==> src/rtl/trs_pkg.sv <==
package trs_pkg;

   // readout phase of one trace line through the narrow window
   typedef enum logic {
      PH_UPPER = 1'b0,
      PH_LOWER = 1'b1
   } phase_e;

   // qualified access strobes produced by the control unit
   typedef struct packed {
      logic arm_clr;   // arming write accepted: clear count/flag, lock
      logic unlock;    // aligned word write while disarmed
      logic rd_ok;     // read permitted to return data and advance
   } acc_t;

endpackage

==> src/rtl/trs_ctrl.sv <==
module trs_ctrl
   import trs_pkg::*;
(
   input  logic clk,
   input  logic por_n,
   input  logic rst_n,
   input  logic ctl_wr,
   input  logic ctl_arm,
   input  logic src_en,
   input  logic win_rd,
   input  logic win_wr,
   input  logic win_word,
   output logic armed,
   output acc_t acc
);

   logic any_rst;
   logic locked;

   assign any_rst = !por_n || !rst_n;

   always_comb begin
      acc.arm_clr = ctl_wr && ctl_arm && !any_rst;
      acc.unlock  = win_wr && win_word && !armed && !any_rst;
      acc.rd_ok   = win_rd && !win_wr && win_word && src_en
                    && !armed && !locked && !any_rst;
   end

   always_ff @(posedge clk) begin
      if (any_rst)
         armed <= 1'b0;
      else if (ctl_wr)
         armed <= ctl_arm;
   end

   always_ff @(posedge clk) begin
      if (any_rst)
         locked <= 1'b1;
      else if (acc.arm_clr)
         locked <= 1'b1;
      else if (acc.unlock)
         locked <= 1'b0;
   end

endmodule

==> src/rtl/trs_fill.sv <==
module trs_fill #(
   parameter int DEPTH = 64,
   localparam int AW   = $clog2(DEPTH)
) (
   input  logic          clk,
   input  logic          por_n,
   input  logic          rst_n,
   input  logic          armed,
   input  logic          arm_clr,
   input  logic          trc_valid,
   output logic          wr_en,
   output logic [AW-1:0] cnt,
   output logic          full
);

   localparam logic [AW-1:0] LAST = AW'(DEPTH - 1);

   assign wr_en = armed && trc_valid && rst_n && !arm_clr;

   // power-on domain only: system reset must not disturb these
   always_ff @(posedge clk) begin
      if (!por_n) begin
         cnt  <= '0;
         full <= 1'b0;
      end else if (arm_clr) begin
         cnt  <= '0;
         full <= 1'b0;
      end else if (wr_en) begin
         cnt <= cnt + 1'b1;
         if (cnt == LAST)
            full <= 1'b1;
      end
   end

endmodule

==> src/rtl/trs_mem.sv <==
module trs_mem #(
   parameter int LINE_W = 20,
   parameter int DEPTH  = 64,
   localparam int AW    = $clog2(DEPTH)
) (
   input  logic              clk,
   input  logic              we,
   input  logic [AW-1:0]     waddr,
   input  logic [LINE_W-1:0] wdata,
   input  logic [AW-1:0]     raddr,
   output logic [LINE_W-1:0] rdata
);

   // no reset: contents after power-up are undefined by design
   logic [LINE_W-1:0] cells [DEPTH];

   always_ff @(posedge clk) begin
      if (we)
         cells[waddr] <= wdata;
   end

   assign rdata = cells[raddr];

endmodule

==> src/rtl/trs_read.sv <==
module trs_read
   import trs_pkg::*;
#(
   parameter int LINE_W = 20,
   parameter int BUS_W  = 16,
   parameter int DEPTH  = 64,
   localparam int AW    = $clog2(DEPTH)
) (
   input  logic              clk,
   input  logic              por_n,
   input  logic              rst_n,
   input  logic              rd_ok,
   input  logic              unlock,
   input  logic              full,
   input  logic [AW-1:0]     cnt,
   input  logic [LINE_W-1:0] line,
   output logic [AW-1:0]     rptr,
   output logic [BUS_W-1:0]  rdata
);

   localparam bit SPLIT = LINE_W > BUS_W;

   logic any_rst;
   logic advance;

   assign any_rst = !por_n || !rst_n;

   generate
      if (SPLIT) begin : g_two_phase
         localparam int HI_W = LINE_W - BUS_W;
         phase_e           phase;
         logic [BUS_W-1:0] hi_ext;

         always_comb begin
            hi_ext = '0;
            hi_ext[HI_W-1:0] = line[LINE_W-1:BUS_W];
         end

         always_comb begin
            rdata = '0;
            if (rd_ok)
               rdata = (phase == PH_UPPER) ? hi_ext : line[BUS_W-1:0];
         end

         assign advance = rd_ok && (phase == PH_LOWER);

         always_ff @(posedge clk) begin
            if (any_rst || unlock)
               phase <= PH_UPPER;
            else if (rd_ok)
               phase <= (phase == PH_UPPER) ? PH_LOWER : PH_UPPER;
         end
      end else begin : g_one_phase
         logic [BUS_W-1:0] ext;

         always_comb begin
            ext = '0;
            ext[LINE_W-1:0] = line;
         end

         assign rdata   = rd_ok ? ext : '0;
         assign advance = rd_ok;
      end
   endgenerate

   always_ff @(posedge clk) begin
      if (any_rst)
         rptr <= '0;
      else if (unlock)
         rptr <= full ? cnt : '0;
      else if (advance)
         rptr <= rptr + 1'b1;
   end

endmodule

==> src/rtl/trace_store.sv <==
module trace_store
   import trs_pkg::*;
#(
   parameter int LINE_W = 20,
   parameter int BUS_W  = 16,
   parameter int DEPTH  = 64,
   parameter int STAT_W = 8,
   localparam int AW    = $clog2(DEPTH)
) (
   input  logic              clk,
   input  logic              por_n,
   input  logic              rst_n,
   input  logic              ctl_wr,
   input  logic              ctl_arm,
   input  logic              src_en,
   input  logic              trc_valid,
   input  logic [LINE_W-1:0] trc_line,
   input  logic              win_rd,
   input  logic              win_wr,
   input  logic              win_word,
   output logic [BUS_W-1:0]  win_rdata,
   output logic [AW-1:0]     cnt_o,
   output logic              full_o,
   output logic              armed_o,
   output logic [STAT_W-1:0] stat_o
);

   // elaboration-time parameter checks
   generate
      if (DEPTH < 2 || DEPTH != (1 << AW)) begin : g_bad_depth
         $error("trace_store: DEPTH must be a power of two, at least 2");
      end
      if (LINE_W > 2 * BUS_W) begin : g_bad_width
         $error("trace_store: LINE_W must fit in two window words");
      end
      if (STAT_W < 2) begin : g_bad_stat
         $error("trace_store: STAT_W must be at least 2");
      end
   endgenerate

   acc_t              acc;
   logic              armed;
   logic              wr_en;
   logic [AW-1:0]     cnt;
   logic              full;
   logic [AW-1:0]     rptr;
   logic [LINE_W-1:0] rline;

   trs_ctrl u_ctrl (
      .clk      (clk),
      .por_n    (por_n),
      .rst_n    (rst_n),
      .ctl_wr   (ctl_wr),
      .ctl_arm  (ctl_arm),
      .src_en   (src_en),
      .win_rd   (win_rd),
      .win_wr   (win_wr),
      .win_word (win_word),
      .armed    (armed),
      .acc      (acc)
   );

   trs_fill #(.DEPTH(DEPTH)) u_fill (
      .clk       (clk),
      .por_n     (por_n),
      .rst_n     (rst_n),
      .armed     (armed),
      .arm_clr   (acc.arm_clr),
      .trc_valid (trc_valid),
      .wr_en     (wr_en),
      .cnt       (cnt),
      .full      (full)
   );

   trs_mem #(.LINE_W(LINE_W), .DEPTH(DEPTH)) u_mem (
      .clk   (clk),
      .we    (wr_en),
      .waddr (cnt),
      .wdata (trc_line),
      .raddr (rptr),
      .rdata (rline)
   );

   trs_read #(.LINE_W(LINE_W), .BUS_W(BUS_W), .DEPTH(DEPTH)) u_read (
      .clk    (clk),
      .por_n  (por_n),
      .rst_n  (rst_n),
      .rd_ok  (acc.rd_ok),
      .unlock (acc.unlock),
      .full   (full),
      .cnt    (cnt),
      .line   (rline),
      .rptr   (rptr),
      .rdata  (win_rdata)
   );

   assign cnt_o   = cnt;
   assign full_o  = full;
   assign armed_o = armed;

   always_comb begin
      stat_o            = '0;
      stat_o[STAT_W-1]  = full;
      stat_o[0]         = armed;
   end

endmodule

==> config.mk <==
export PLATFORM = sky130hd
export DESIGN_NAME = trace_store
export DESIGN_NICKNAME = d
export VERILOG_FILES = /design/src/rtl/trs_pkg.sv /design/src/rtl/trs_ctrl.sv /design/src/rtl/trs_fill.sv /design/src/rtl/trs_mem.sv /design/src/rtl/trs_read.sv /design/src/rtl/trace_store.sv
export SDC_FILE = /design/constraint.sdc
export NUM_CORES = 1
export LEC_CHECK = 0
export BUFFER_PORTS_ARGS = -buffer_cell sky130_fd_sc_hd__buf_2
export CORE_AREA = 5 5 404 406
export DETAILED_ROUTE_END_ITERATION = 7
export DIE_AREA = 0 0 409 411
export PLACE_DENSITY = 0.44
export SLEW_MARGIN = 20
export SYNTH_ARGS = -nofsm -noshare
export SYNTH_HDL_FRONTEND = slang
export SYNTH_SLANG_ARGS = --single-unit
==> constraint.sdc <==
create_clock -name clk -period 3 [get_ports clk]
set_input_delay 0.45 -clock clk [delete_from_list [all_inputs] [get_ports clk]]
set_output_delay 0.45 -clock clk [all_outputs]
set_load 0.005 [all_outputs]
Yosys cells after proc, flatten, opt, wreduce, memory -nomap -nowiden

Memory sizes are Yosys's and may differ from the RTL's. A register that Yosys moved wholly into a read port is not among the register bits.
Index checks and enable logic that the tools add are counted.
W data, S select, Z words.

$add $sub $neg: 2
Equality and inequality tests: 1
Multiplexer cells: 10
Bitwise gates (word level): 1
Reductions and logical operators: 28

Operator list:

| operator              | count |
|---|---|
| $mux W16              | 2 |
| $mux W6               | 5 |
| $logic_and A1 B1 Y1   | 15 |
| $add A6 B1 Y6 const B | 2 |
| $logic_not A1 Y1      | 7 |
| $eq A6 B6 Y1 const B  | 1 |
| $reduce_or A2 Y1      | 2 |
| $mux W1               | 3 |
| $logic_or A1 B1 Y1    | 2 |
| $reduce_and A2 Y1     | 1 |
| $reduce_bool A2 Y1    | 1 |
| $not A1 Y1            | 1 |

Register bits after elaboration: 16
Memory bits (writable): 1280
Output and inout bits: 32
Word-level logic and storage cells: 49
Memories: 1

Memory list:

| name        | depth | bits a word | read ports | clocked after memory_dff | write ports | RTL line      | text |
|---|---|---|---|---|---|---|---|
| u_mem.cells | 64    | 20          | 1          | 1                        | 1           | trs_mem.sv:15 | `logic [LINE_W-1:0] cells [DEPTH];` |

Depth between registers and ports, before layout

Word-level depth: 12
Depth in mapped cells: 10

By module

From an unflattened synthesis, not the netlist that was laid out.

Cell total of the unflattened synthesis: 2352
Area, all modules: 50146.8 µm²

By module, submodules not included:

| module      | times used | cells each | area each (µm²) | seq. area each (µm²) |
|---|---|---|---|---|
| trs_mem     | 1          | 2223       | 49094.6         | 38436.9 |
| trs_read    | 1          | 70         | 568.0           | 140.1 |
| trs_fill    | 1          | 36         | 312.8           | 140.1 |
| trs_ctrl    | 1          | 14         | 107.6           | 40.0 |
| trace_store | 1          | 9          | 63.8            | 0.0 |

Least setup slack after synthesis

OpenSTA, ideal clock, no wires.

Path type: input port to flip-flop
Start point: input port trc_valid
End point: memory u_mem.cells[62][0], enable pin
Library setup time: 0.397 ns
Data arrival time: 2.422 ns
Data required time: 2.603 ns
Path slack: 0.182 ns
Stages: 5
Path buffers: 0
Cells stage by stage: nand3_1 > a31oi_1 > nor2b_1 > nand3_1 > nor2_1

Word-level cells in the longest chain between the ends: 5

Ends and longest elaborated chain:

| element                          | RTL line          | text |
|---|---|---|
| from (decl)                      | trace_store.sv:16 | `input logic trc_valid,` |
| $logic_and A1 B1 Y1 (3 in a row) | trs_fill.sv:18    | `assign wr_en = armed && trc_valid && rst_n && !arm_clr;` |
| $mux W1                          | trs_mem.sv:18     | `if (we)` |
| $mux W1 (not written as such)    | trs_mem.sv:19     | `cells[waddr] <= wdata;` |
| to (decl)                        | trs_mem.sv:15     |  |

No other way between the ends.

Final worst setup path

Start point: register u_ctrl.locked
End point: output port win_rdata[2]

Word-level cells in the longest chain between the ends: 4

Ends and longest elaborated chain:

| element                          | RTL line          | text |
|---|---|---|
| from (decl)                      | trs_ctrl.sv:18    | `logic locked;` |
| from (signal assigned)           | trs_ctrl.sv:38    | `locked <= 1'b1;` |
| from (signal assigned)           | trs_ctrl.sv:40    | `locked <= 1'b1;` |
| from (signal assigned)           | trs_ctrl.sv:42    | `locked <= 1'b0;` |
| $logic_not A1 Y1                 | trs_ctrl.sv:26    | `&& !armed && !locked && !any_rst;` |
| $logic_and A1 B1 Y1 (2 in a row) | trs_ctrl.sv:26    |  |
| $mux W16                         | trs_read.sv:41    | `if (rd_ok)` |
| to (decl)                        | trace_store.sv:21 | `output logic [BUS_W-1:0] win_rdata,` |

No other way between the ends.

==> results_dict.tcl <==
set metrics [dict create \
    outcome "finished with violations" \
    violations "setup timing" \
    final_cells 5095 \
    rsz0062_at_grt "true" \
    synth_top_family_by_area "multiplexers" \
    synth_commonest_cells "1,280 x edfxtp_1, 296 x mux2i_1, 224 x mux4_2" \
    arrival_ns 3.33 \
    routed_via_density 5.10 \
    start_kind "register" \
    yosysUniqueCellTypes 45 \
    clock_sink_count 1302 \
    synth-seq-cells 1302 \
    synthArstFlopShare_pct 0 \
    io_buffers 55 \
    setup_viol_count_final 16 \
    nNetsFinal 2927 \
    htreeDepth 4 \
    skew_ns 0.0194 \
    post-dp-hpwl_um 89800 \
    synth_fa_ha_area_share_pct 0.0495 \
    synth-compound-area-share_pct 3.49 \
    peakVddDrop_mv 0.578 \
    drc 0 \
    crit_required_ns 2.55 \
    finalHoldViolCount 0 \
    root_buffer "clkbuf_16" \
    slew_viol_final 0 \
    place_inst 4733 \
    max_stage_delay_ns 0.60 \
    fp.dieH_um 411 \
    yosysMostFrequentCell "edfxtp_1" \
    timing.rr.end "u_mem.cells[23][2]" \
    fin_crit_sh_pct 126 \
    fin_ws_ns -0.784 \
    rr_startpoint "u_ctrl.armed" \
    cts_tree "done" \
    drive_above_1_share_pct 37.3 \
    reg2reg_depth 8 \
    yosysSeqAreaShare_pct 77.0 \
    initial_core_util_pct 31.7 \
    synthTopCellsByArea "edfxtp_1 76%, mux4_2 10%, mux2i_1 5.9%, a22oi_1 0.92%, dfxtp_1 0.87%" \
    antenna_left 0 \
    min_from "trc_valid" \
    hold_slack_ns 0.100 \
    gp_congestion 0.850 \
    timing.fmax_mhz 264 \
    synth_xor_area_share_pct 0.156 \
    setup_tns_ns -9.92 \
    route.vias.total 26000 \
    drtIter0Drc 2081 \
    ios 62 \
    r2r_slack_ns 0.63 \
    netlist_instances 2389 \
    power.density_nw_per_um2 600 \
    crit_fanout 3 \
    syn_to_final_growth_pct 25.3 \
    muxShareOfSynthArea_pct 15.9 \
    grt_pass1_vias 27200 \
    ctsLongestPathBuffers 3 \
    cts_buffers 144 \
    fillerInstances 14200 \
    ys.flop_type "edfxtp_1" \
    grt-ovfl-total 0 \
    yosysWarnings 0 \
    syn_area_um2 50500 \
    grt_pass1_wl_um 205000 \
    antenna_found_initial 3 \
    yosys.area.top_type "edfxtp_1" \
    routed_wl_um 147000 \
    crit_slowest_cell "or4_4" \
    min_to "u_fill.cnt[1]" \
    placementRows 147 \
    maxCapViolations 0 \
    hold_path.class "primary input to register" \
    clock_latency_ns 0.74 \
    tightest_slew_ns 1.06 \
    crit_buf_inv 3 \
    yosysTopAreaCellShare_pct 76.1 \
    grt_max_degree 65 \
    grt_use_total_pct 17.2 \
    dr.pass1.iters 5 \
    avgSynthCellArea_um2 21.1 \
    clkTransAtPathRegs_ns 0.06 \
    die_w_um 409 \
    fp.coreArea_um2 159000 \
    worstPathCellList "nor4bb_4 -> buf_4 -> nand2_4 -> or4_4 -> buf_6 -> a2111oi_4 -> or4_4 -> buf_6" \
    max_slew_margin_pct 29.6 \
    synthSimpleGateAreaFrac_pct 1.58 \
    detail_route.wl_per_cell_um 28.9 \
    die_area_um2 168000 \
    crit_path_end_kind "output pin" \
    synth_edf_count 1280 \
    criticalPathCategory "register to output pin" \
    p_leak_nw 19.7 \
    min_path_cells 3 \
    crit_family "simple AND/OR/NAND/NOR gates" \
    min_period_ns 3.78 \
    post-place-ws_ns -0.662 \
]
[cells in the final DEF (no fill, tap or decap), drive strengths merged, types with 14 or more instances in the layout]
cell	instances
a2111oi	14
a211oi	18
a21oi	43
a221oi	39
a22o	33
a22oi	62
buf	483
clkbuf	196
clkinv	52
dfxtp	22
edfxtp	1280
mux2i	296
mux4	224
nand2	32
nand3	16
nor2	78
nor2b	17
o22ai	16
[power by group]
part           internal, mW  switching, mW  total (mW)
clock                  9.49           6.93        16.4
sequential             20.0        0.00891        20.0
combinational         0.633          0.896        1.53
[logic make-up after synthesis]
| group | Yosys count |
|---|---|
| xor+xnor | 9 |
| compound gates | 238 |
| flops | 1302 |
| mux | 520 |
| other cells | 1 |
| buf+inv | 146 |
| simple gates | 171 |
| fa+ha+maj | 2 |
[per-stage QoR]
| step | instance area, µm² | total power [mW] | utilization, % |
|---|---|---|---|
| 4_1_cts | 62300 | 38.3 | 39.1 |
| 5_1_grt | 63300 | 39.2 | 39.7 |
| 2_1_floorplan | 50500 | 20.9 | - |
| 3_5_place_dp | 56100 | 21.7 | 35.2 |
| 3_3_place_gp | 56100 | 21.6 | 35.2 |
| 6_report | 63300 | 37.9 | 39.7 |
[routing by layer]
| metal | share of wire, % | GRT usage, % | routed length (µm) | vias up |
|---|---|---|---|---|
| li1 | - | - | - | 11000 |
| met1 | 43 | 22.9 | 63900 | 14100 |
| met2 | 48 | 28.2 | 71100 | 693 |
| met3 | 5.9 | 4.21 | 8630 | 192 |
| met4 | 2.6 | 4.80 | 3800 | 0 |
| met5 | 0 | 0 | 0 | - |
[worst max path at each step]
stage	start	end	cells past startpoint
2_1_floorplan	trc_valid	u_mem.cells[62][0]	5
6_report	u_ctrl.locked	win_rdata[2]	8
3_3_place_gp	register	win_rdata[3]	9
5_1_grt	u_ctrl.locked	win_rdata[2]	8
4_1_cts	register	win_rdata[1]	10
3_5_place_dp	register	win_rdata[3]	9
[cell type report]
type                       count  area, µm²  area share, %
clock inverter                65        439          0.694
clock buffer                 190       3910           6.19
timing repair buffer         498       5480           8.66
antenna                        5       12.5         0.0198
sequential                  1302      38900           61.5
multi-input combinational    946      11900           18.8
tap                         2086       2610           4.13
inverter                       3       11.3         0.0178
[tightest hold or removal path: stages]
cell      delay [ns]
buf_2           0.10
nand3_1         0.14
a221oi_1        0.10
[sequential cells by signal, indices dropped and copies added, names as in the netlist, named ones only]
name,flops
u_read.g_two_phase.phase,1
u_read.rptr,6
u_ctrl.locked,1
u_fill.cnt,6
u_mem.cells,1280
u_ctrl.armed,1
u_fill.full,1
[repair_timing]
item,CTS,global route
hold endpoints to repair,3,0
resized for setup,212,97
cloned,12,9
hold buffers,4,0
endpoints found under the setup margin,16,16
pin swaps,27,33
setup buffers,48,40
Note: power is estimated with default switching activity, not from simulation.
